$ cat config.mk
export PLATFORM = sky130hd
export DESIGN_NAME = lcd_irq_unit
export DESIGN_NICKNAME = d
export VERILOG_FILES = /design/src/rtl/lcd_irq_pkg.sv /design/src/rtl/lcd_irq_evt_map.sv /design/src/rtl/lcd_irq_status.sv /design/src/rtl/lcd_irq_enable.sv /design/src/rtl/lcd_irq_line.sv /design/src/rtl/lcd_irq_unit.sv
export SDC_FILE = /design/constraint.sdc
export NUM_CORES = 1
export LEC_CHECK = 0
export BUFFER_PORTS_ARGS = -buffer_cell sky130_fd_sc_hd__buf_2
export CORE_AREA = 2 2 60 57
export DETAILED_ROUTE_END_ITERATION = 8
export DIE_AREA = 0 0 62 59
export MAX_ROUTING_LAYER = met4
export PLACE_DENSITY = 0.71
export SYNTH_ARGS = -nofsm -noshare
export SYNTH_HDL_FRONTEND = slang
export SYNTH_SLANG_ARGS = --single-unit
$ cat constraint.sdc
create_clock -name clk -period 1.4 [get_ports clk]
set_input_delay 0.07 -clock clk [delete_from_list [all_inputs] [get_ports clk]]
set_output_delay 0.07 -clock clk [all_outputs]
set_load 0.01 [all_outputs]
$ cat src/rtl/lcd_irq_pkg.sv
package lcd_irq_pkg;

  localparam int N_EVT  = 6;
  localparam int STAT_W = 10;
  localparam int ADDR_W = 3;

  // status bit positions; the fatal decode depends on two of them
  localparam int BIT_FRAME  = 0;
  localparam int BIT_SYNC   = 2;
  localparam int BIT_UFLOW  = 5;
  localparam int BIT_PAL    = 6;
  localparam int BIT_EOF0   = 8;
  localparam int BIT_EOF1   = 9;

  localparam int EVT_POS [N_EVT] = '{BIT_FRAME, BIT_SYNC, BIT_UFLOW,
                                     BIT_PAL, BIT_EOF0, BIT_EOF1};

  typedef enum logic [ADDR_W-1:0] {
    A_RAW    = 3'd0,
    A_FILT   = 3'd1,
    A_EN_SET = 3'd2,
    A_EN_CLR = 3'd3,
    A_EOS    = 3'd4
  } reg_addr_e;

  function automatic logic [STAT_W-1:0] valid_mask();
    logic [STAT_W-1:0] m;
    m = '0;
    for (int i = 0; i < N_EVT; i++) m[EVT_POS[i]] = 1'b1;
    return m;
  endfunction

endpackage

$ cat src/rtl/lcd_irq_evt_map.sv
module lcd_irq_evt_map
  import lcd_irq_pkg::*;
(
  input  logic [N_EVT-1:0]  evt_i,
  output logic [STAT_W-1:0] ev_map
);
  always_comb begin
    ev_map = '0;
    for (int i = 0; i < N_EVT; i++) ev_map[EVT_POS[i]] = evt_i[i];
  end
endmodule

$ cat src/rtl/lcd_irq_status.sv
module lcd_irq_status
  import lcd_irq_pkg::*;
(
  input  logic              clk,
  input  logic              rst_n,
  input  logic [STAT_W-1:0] ev_map,
  input  logic              clr_wr,
  input  logic [STAT_W-1:0] clr_bits,
  output logic [STAT_W-1:0] raw_q
);
  logic [STAT_W-1:0] raw_d;
  logic              raw_en;

  always_comb begin
    raw_en = clr_wr | (|ev_map);
    raw_d  = raw_q;
    if (clr_wr) raw_d = raw_d & ~clr_bits;
    raw_d  = raw_d | ev_map;   // new event beats the clear
  end

  always_ff @(posedge clk or negedge rst_n) begin
    if (!rst_n)      raw_q <= '0;
    else if (raw_en) raw_q <= raw_d;
  end
endmodule

$ cat src/rtl/lcd_irq_enable.sv
module lcd_irq_enable
  import lcd_irq_pkg::*;
(
  input  logic              clk,
  input  logic              rst_n,
  input  logic              set_wr,
  input  logic              clr_wr,
  input  logic [STAT_W-1:0] wdata,
  output logic [STAT_W-1:0] en_q
);
  localparam logic [STAT_W-1:0] VALID = valid_mask();

  logic [STAT_W-1:0] en_d;
  logic              en_upd;

  always_comb begin
    en_upd = set_wr | clr_wr;
    en_d   = en_q;
    if (set_wr) en_d = en_q | (wdata & VALID);
    if (clr_wr) en_d = en_q & ~wdata;
  end

  always_ff @(posedge clk or negedge rst_n) begin
    if (!rst_n)      en_q <= '0;
    else if (en_upd) en_q <= en_d;
  end
endmodule

$ cat src/rtl/lcd_irq_line.sv
module lcd_irq_line (
  input  logic clk,
  input  logic rst_n,
  input  logic new_evt,
  input  logic eos_wr,
  output logic irq_q
);
  logic irq_d;
  logic irq_upd;

  always_comb begin
    irq_upd = new_evt | eos_wr;
    irq_d   = new_evt | (irq_q & ~eos_wr);
  end

  always_ff @(posedge clk or negedge rst_n) begin
    if (!rst_n)       irq_q <= 1'b0;
    else if (irq_upd) irq_q <= irq_d;
  end
endmodule

$ cat src/rtl/lcd_irq_unit.sv
module lcd_irq_unit
  import lcd_irq_pkg::*;
(
  input  logic              clk,
  input  logic              rst_n,
  input  logic              reg_sel,
  input  logic              reg_wr,
  input  logic [ADDR_W-1:0] reg_addr,
  input  logic [STAT_W-1:0] reg_wdata,
  output logic [STAT_W-1:0] reg_rdata,
  input  logic [N_EVT-1:0]  evt_i,
  output logic              irq_o,
  output logic              fatal_o
);
  logic [1:0]        rst_pipe;
  logic              rst_sync_n;
  logic [STAT_W-1:0] ev_map;
  logic [STAT_W-1:0] raw_q;
  logic [STAT_W-1:0] en_q;
  logic [STAT_W-1:0] rd_d;
  logic [STAT_W-1:0] rdata_q;
  logic              wr_acc, rd_acc;
  logic              clr_wr, set_wr, dis_wr, eos_wr;

  // asynchronous assertion, synchronous release
  always_ff @(posedge clk or negedge rst_n) begin
    if (!rst_n) rst_pipe <= 2'b00;
    else        rst_pipe <= {rst_pipe[0], 1'b1};
  end
  assign rst_sync_n = rst_pipe[1];

  always_comb begin
    wr_acc = reg_sel & reg_wr;
    rd_acc = reg_sel & ~reg_wr;
    clr_wr = wr_acc & ((reg_addr == A_RAW) | (reg_addr == A_FILT));
    set_wr = wr_acc & (reg_addr == A_EN_SET);
    dis_wr = wr_acc & (reg_addr == A_EN_CLR);
    eos_wr = wr_acc & (reg_addr == A_EOS);
  end

  lcd_irq_evt_map i_map (.evt_i(evt_i), .ev_map(ev_map));

  lcd_irq_status i_stat (
    .clk(clk), .rst_n(rst_sync_n), .ev_map(ev_map),
    .clr_wr(clr_wr), .clr_bits(reg_wdata), .raw_q(raw_q)
  );

  lcd_irq_enable i_en (
    .clk(clk), .rst_n(rst_sync_n), .set_wr(set_wr),
    .clr_wr(dis_wr), .wdata(reg_wdata), .en_q(en_q)
  );

  lcd_irq_line i_line (
    .clk(clk), .rst_n(rst_sync_n), .new_evt(|(ev_map & en_q)),
    .eos_wr(eos_wr), .irq_q(irq_o)
  );

  always_comb begin
    case (reg_addr)
      A_RAW:            rd_d = raw_q;
      A_FILT:           rd_d = raw_q & en_q;
      A_EN_SET, A_EN_CLR: rd_d = en_q;
      default:          rd_d = '0;
    endcase
  end

  always_ff @(posedge clk or negedge rst_sync_n) begin
    if (!rst_sync_n) rdata_q <= '0;
    else if (rd_acc) rdata_q <= rd_d;
  end

  assign reg_rdata = rdata_q;
  assign fatal_o   = raw_q[BIT_SYNC] & raw_q[BIT_UFLOW];
endmodule

Word level (Yosys, flattened, before mapping) --
Cells that the tools add are included.
Word-level totals: output and inout port bits 12, latch bits 0, bits in writable memories 0, register bits after elaboration 33, logic and storage cells 41, bits in read-only memories 0, memories 0
Cells by class: multiply operators 0, magnitude comparators 0, reductions and logical operators 6, eq/ne operators 4, div/mod/pow operators 0, bitwise gates (word level) 22, multiplexer cells 4, shift-type cells 0, add/subtract/negate cells 0
Operators with widths (number):
- $and 10x10->10 | 4
- $mux 10 | 3
- $pmux 10 s3 | 1
- $or 10x10->10 | 2
- $not 10->10 | 1
- $reduce_or 10->1 | 1
- $and 1x1->1 | 8
- $eq 3x2->1 const B | 2
- $reduce_or 6->1 | 1
- $or 1x1->1 | 5
- $eq 3x1->1 const B | 1
- $eq 3x3->1 const B | 1
- $logic_not 3->1 | 1
- $not 1->1 | 2
- $reduce_and 2->1 | 1
- $reduce_bool 2->1 | 1
- $reduce_or 2->1 | 1

Depth between registers and ports, before layout --
word-level depth 5, mapped depth 4, mapped depth without buffers 3

By module --
A second synthesis with hierarchy kept.
Unflattened totals: cell total of the unflattened synthesis 145, area total of the unflattened synthesis 1574.0 µm²
Modules (own cells, without submodules):
- lcd_irq_unit | seq. area each 300.3 µm², area each 739.5 µm², times used 1, cells an instance 73
- lcd_irq_status | seq. area each 250.2 µm², area each 374.1 µm², times used 1, cells an instance 31
- lcd_irq_enable | seq. area each 250.2 µm², area each 345.3 µm², times used 1, cells an instance 27
- lcd_irq_evt_map | seq. area each 0.0 µm², area each 78.8 µm², times used 1, cells an instance 11
- lcd_irq_line | seq. area each 25.0 µm², area each 36.3 µm², times used 1, cells an instance 3

Worst setup path after synthesis --
OpenSTA, ideal clock, no wires.
kind register to register, start point register with a tool-made name, end point register i_line.irq_q, buffers on the path 0, period minus slack after synthesis 0.872 ns, cell stages (with the launch flop) 4, arrival 0.754 ns, setup slack 0.528 ns, setup time 0.118 ns, cells stage by stage dfrtp_1 > a22oi_1 > nand3_1 > a21o_1
RTL lines:
- end signal: assignment | RTL line lcd_irq_line.sv:18 | else if (irq_upd) irq_q <= irq_d;
- end: declaration | RTL line lcd_irq_line.sv:6 | output logic irq_q

Worst setup path in the final report --
start point register i_stat.raw_q[5], end point output port fatal_o
Between the ends: longest elaborated chain between the ends 1
RTL lines:
- start: declaration | RTL line lcd_irq_status.sv:9 | output logic [STAT_W-1:0] raw_q
- start signal: assignment | RTL line lcd_irq_status.sv:23 | else if (raw_en) raw_q <= raw_d;
- $and 1x1->1 | RTL line lcd_irq_unit.sv:73 | assign fatal_o = raw_q[BIT_SYNC] & raw_q[BIT_UFLOW];
- end: declaration | RTL line lcd_irq_unit.sv:13 | output logic fatal_o
Every way passes these cells.

==> flow_metrics.tcl <==
set metrics [dict create \
    outcome "finished clean" \
    clk_pin_slew_ps 90 \
    syn_to_final_growth_pct 25.3 \
    antenna_found_initial 0 \
    fin_util_pct 62.4 \
    crit_chain "and2_1 > buf_2" \
    grt_pass1_wl_um 5210 \
    grt_usage_pct 20.2 \
    ant_nets 0 \
    dp_hpwl_um 2240 \
    clock_latency_ps 320 \
    critPathBufInv 1 \
    hold_depth 3 \
    synth_top_family_by_area "compound AO/OA/AOI/OAI gates" \
    r2r-end "i_line.irq_q" \
    r2r_slack_ps 410 \
    gp_congestion 0.774 \
    routed_wl_um 3120 \
    ios 35 \
    criticalPathCategory "flop to primary output" \
    cts_root_buf "clkbuf_4" \
    p_leak_nw 0.920 \
    synth_fa_ha_area_share_pct 0 \
    fin_ws_ps 310 \
    grt_start_max_net_pins 32 \
    vias 1144 \
    p_int_mw 1.38 \
    synth_warnings 0 \
    synth.area.mux_share_pct 4.05 \
    dieArea_mm2 0.00366 \
    critPathArrivalTime_ps 1020 \
    grt_pass1_vias 1201 \
    fp.dieH_um 59 \
    drtPass1Iterations 4 \
    avgSynthCellArea_um2 11.3 \
    setup_viol 0 \
    crit_family "flip-flops" \
    synth_fp_nets 154 \
    wl_per_cell_um 13.9 \
    worstSetupEndpointType "primary output" \
    core_mm2 0.00297 \
    ys_types 24 \
    synth_area_mm2 0.00148 \
    required_ps 1330 \
    htree_num_levels 2 \
    holdCritStartpoint "reg_wdata[8]" \
    drive_gt1_share_pct 33.0 \
    drt-initial-drc-count 45 \
    max_cap_violations 0 \
    overflow 0 \
    final_nets 204 \
    numPortBuffers 34 \
    crit_fanout 3 \
    cts_setup_buffers 0 \
    switching_share_pct 27.4 \
    r2r_cells 3 \
    cts.path.max_buffers 2 \
    drv_slew 0 \
    fmax_mhz 917 \
    mostFrequentLayoutCells "buf_2 (34), dfrtp_1 (33), nand2_1 (22)" \
    drc 0 \
    rows 19 \
    synth_compound_area_share_pct 20.6 \
    netSwitchingPower_mw 0.522 \
    synth_cells 131 \
    routed_via_density 5.11 \
    die_x_um 62 \
    grt_setup_unrepaired "no" \
    clkSinkCount 33 \
    ys_seq_elements 33 \
    cpMaxStageDelayCell "dfrtp_1" \
    cp.depth 2 \
    preCtsSetupSlack_ps 247 \
    synth-simple-area-share_pct 14.8 \
    cp-start-kind "flop" \
    cts_tree "done" \
    power.density_mw_per_mm2 1030 \
    synth_xor_area_share_pct 0 \
    ys_seq_area_share_pct 55.7 \
    power_frac_seq_pct 56.6 \
    power_frac_comb_pct 17.3 \
    ir_drop_uv 590 \
    cp_slowest_stage_delay_ps 410 \
    num_antenna_cells 0 \
    tns_ps 0 \
    final_common_cell "buf_2" \
    clock_skew_ps 9.45 \
    hold_path.class "primary input to flop" \
    hold_viol 0 \
    clkPwrFrac_pct 26.1 \
    cts_buffers 5 \
    period_minus_slack_ps 1090 \
    fin_crit_sh_pct 77.9 \
    start_util_pct 49.9 \
]
[worst reg2reg max path, stage by stage (launching register included)]
cell and delay [ps]:
dfrtp_1 410, a22oi_1 220, nand3_1 100, a21o_1 160
[synth_stat cells]
cell / instances / area [um2]
dfrtp_1: 33 / 826
conb_1: 1 / 3.75
and4bb_2: 1 / 12.5
a21o_1: 7 / 52.6
nand2_1: 22 / 82.6
and2_1: 1 / 6.26
o41ai_2: 9 / 146
a21boi_2: 4 / 45.0
o41ai_1: 1 / 8.76
buf_6: 1 / 11.3
a22oi_1: 3 / 22.5
nand3_1: 1 / 5.00
nand2b_1: 1 / 6.26
clkbuf_1: 1 / 3.75
and2_4: 1 / 8.76
buf_2: 3 / 15.0
inv_1: 6 / 22.5
nor2_2: 1 / 6.26
buf_4: 2 / 15.0
mux2i_1: 6 / 60.1
nand4_1: 1 / 6.26
nor2_1: 20 / 75.1
a21boi_0: 4 / 30.0
and4b_1: 1 / 10.0
[power groups by stage]
stage / sequential [mW] / clock (mW) / combinational (mW)
2_1_floorplan: 1.12 / 0 / 0.165
3_3_place_gp: 1.10 / 0 / 0.304
3_5_place_dp: 1.10 / 0 / 0.311
4_1_cts: 1.08 / 0.517 / 0.335
5_1_grt: 1.09 / 0.551 / 0.376
6_report: 1.08 / 0.497 / 0.330
[final cells by class]
| class | instances | area (um2) |
|---|---|---|
| Tap cell | 42 | 52.6 |
| Clock buffer | 8 | 48.8 |
| Fill cell | 257 | 1120 |
| Multi-Input combinational cell | 85 | 588 |
| Inverter | 6 | 22.5 |
| Timing Repair Buffer | 50 | 318 |
| Sequential cell | 33 | 826 |
[logic make-up (layout without fill, tap and decap cells)]
logic type / after synthesis / count (layout)
AND/OR/NAND/NOR: 50 / 50
flip-flops: 33 / 33
AO/OA/AOI/OAI: 28 / 28
buffers and inverters: 13 / 64
other: 1 / 1
multiplexers: 6 / 6
[per-layer routing]
metal / track usage (%) / vias to the layer above / share of wire, %
li1: - / 545 / -
met1: 26.8 / 566 / 48
met2: 31.1 / 28 / 48
met3: 3.93 / 5 / 3.6
met4: 6.38 / 0 / 1.2
met5: - / - / 0
[metrics by stage]
step	total power, mW	instances	hold WS, ps	area [um2]
3_3_place_gp	1.40	205	-144	1700
5_1_grt	2.02	224	23.4	1860
3_5_place_dp	1.41	205	-142	1700
6_report	1.91	224	18.9	1860
4_1_cts	1.93	224	4.62	1860
2_1_floorplan	1.28	131	-226	1480
[what timing repair did]
action,4_1_cts,5_1_grt
hold buffers,11,0
gates resized for setup,0,0
endpoints found under the hold margin,16,0
[how the worst max path moves through the flow]
stage / start / end / slack [ps]
floorplan: rst_pipe[1] / async pin / 410
global placement: reg_addr[1] / i_en.en_q[7] / 240
detailed placement: reg_addr[1] / i_en.en_q[3] / 250
CTS: i_stat.raw_q[5] / fatal_o / 290
global route: i_stat.raw_q[5] / fatal_o / 280
finish: i_stat.raw_q[5] / fatal_o / 310
Note: power is estimated with default switching activity, not from simulation.
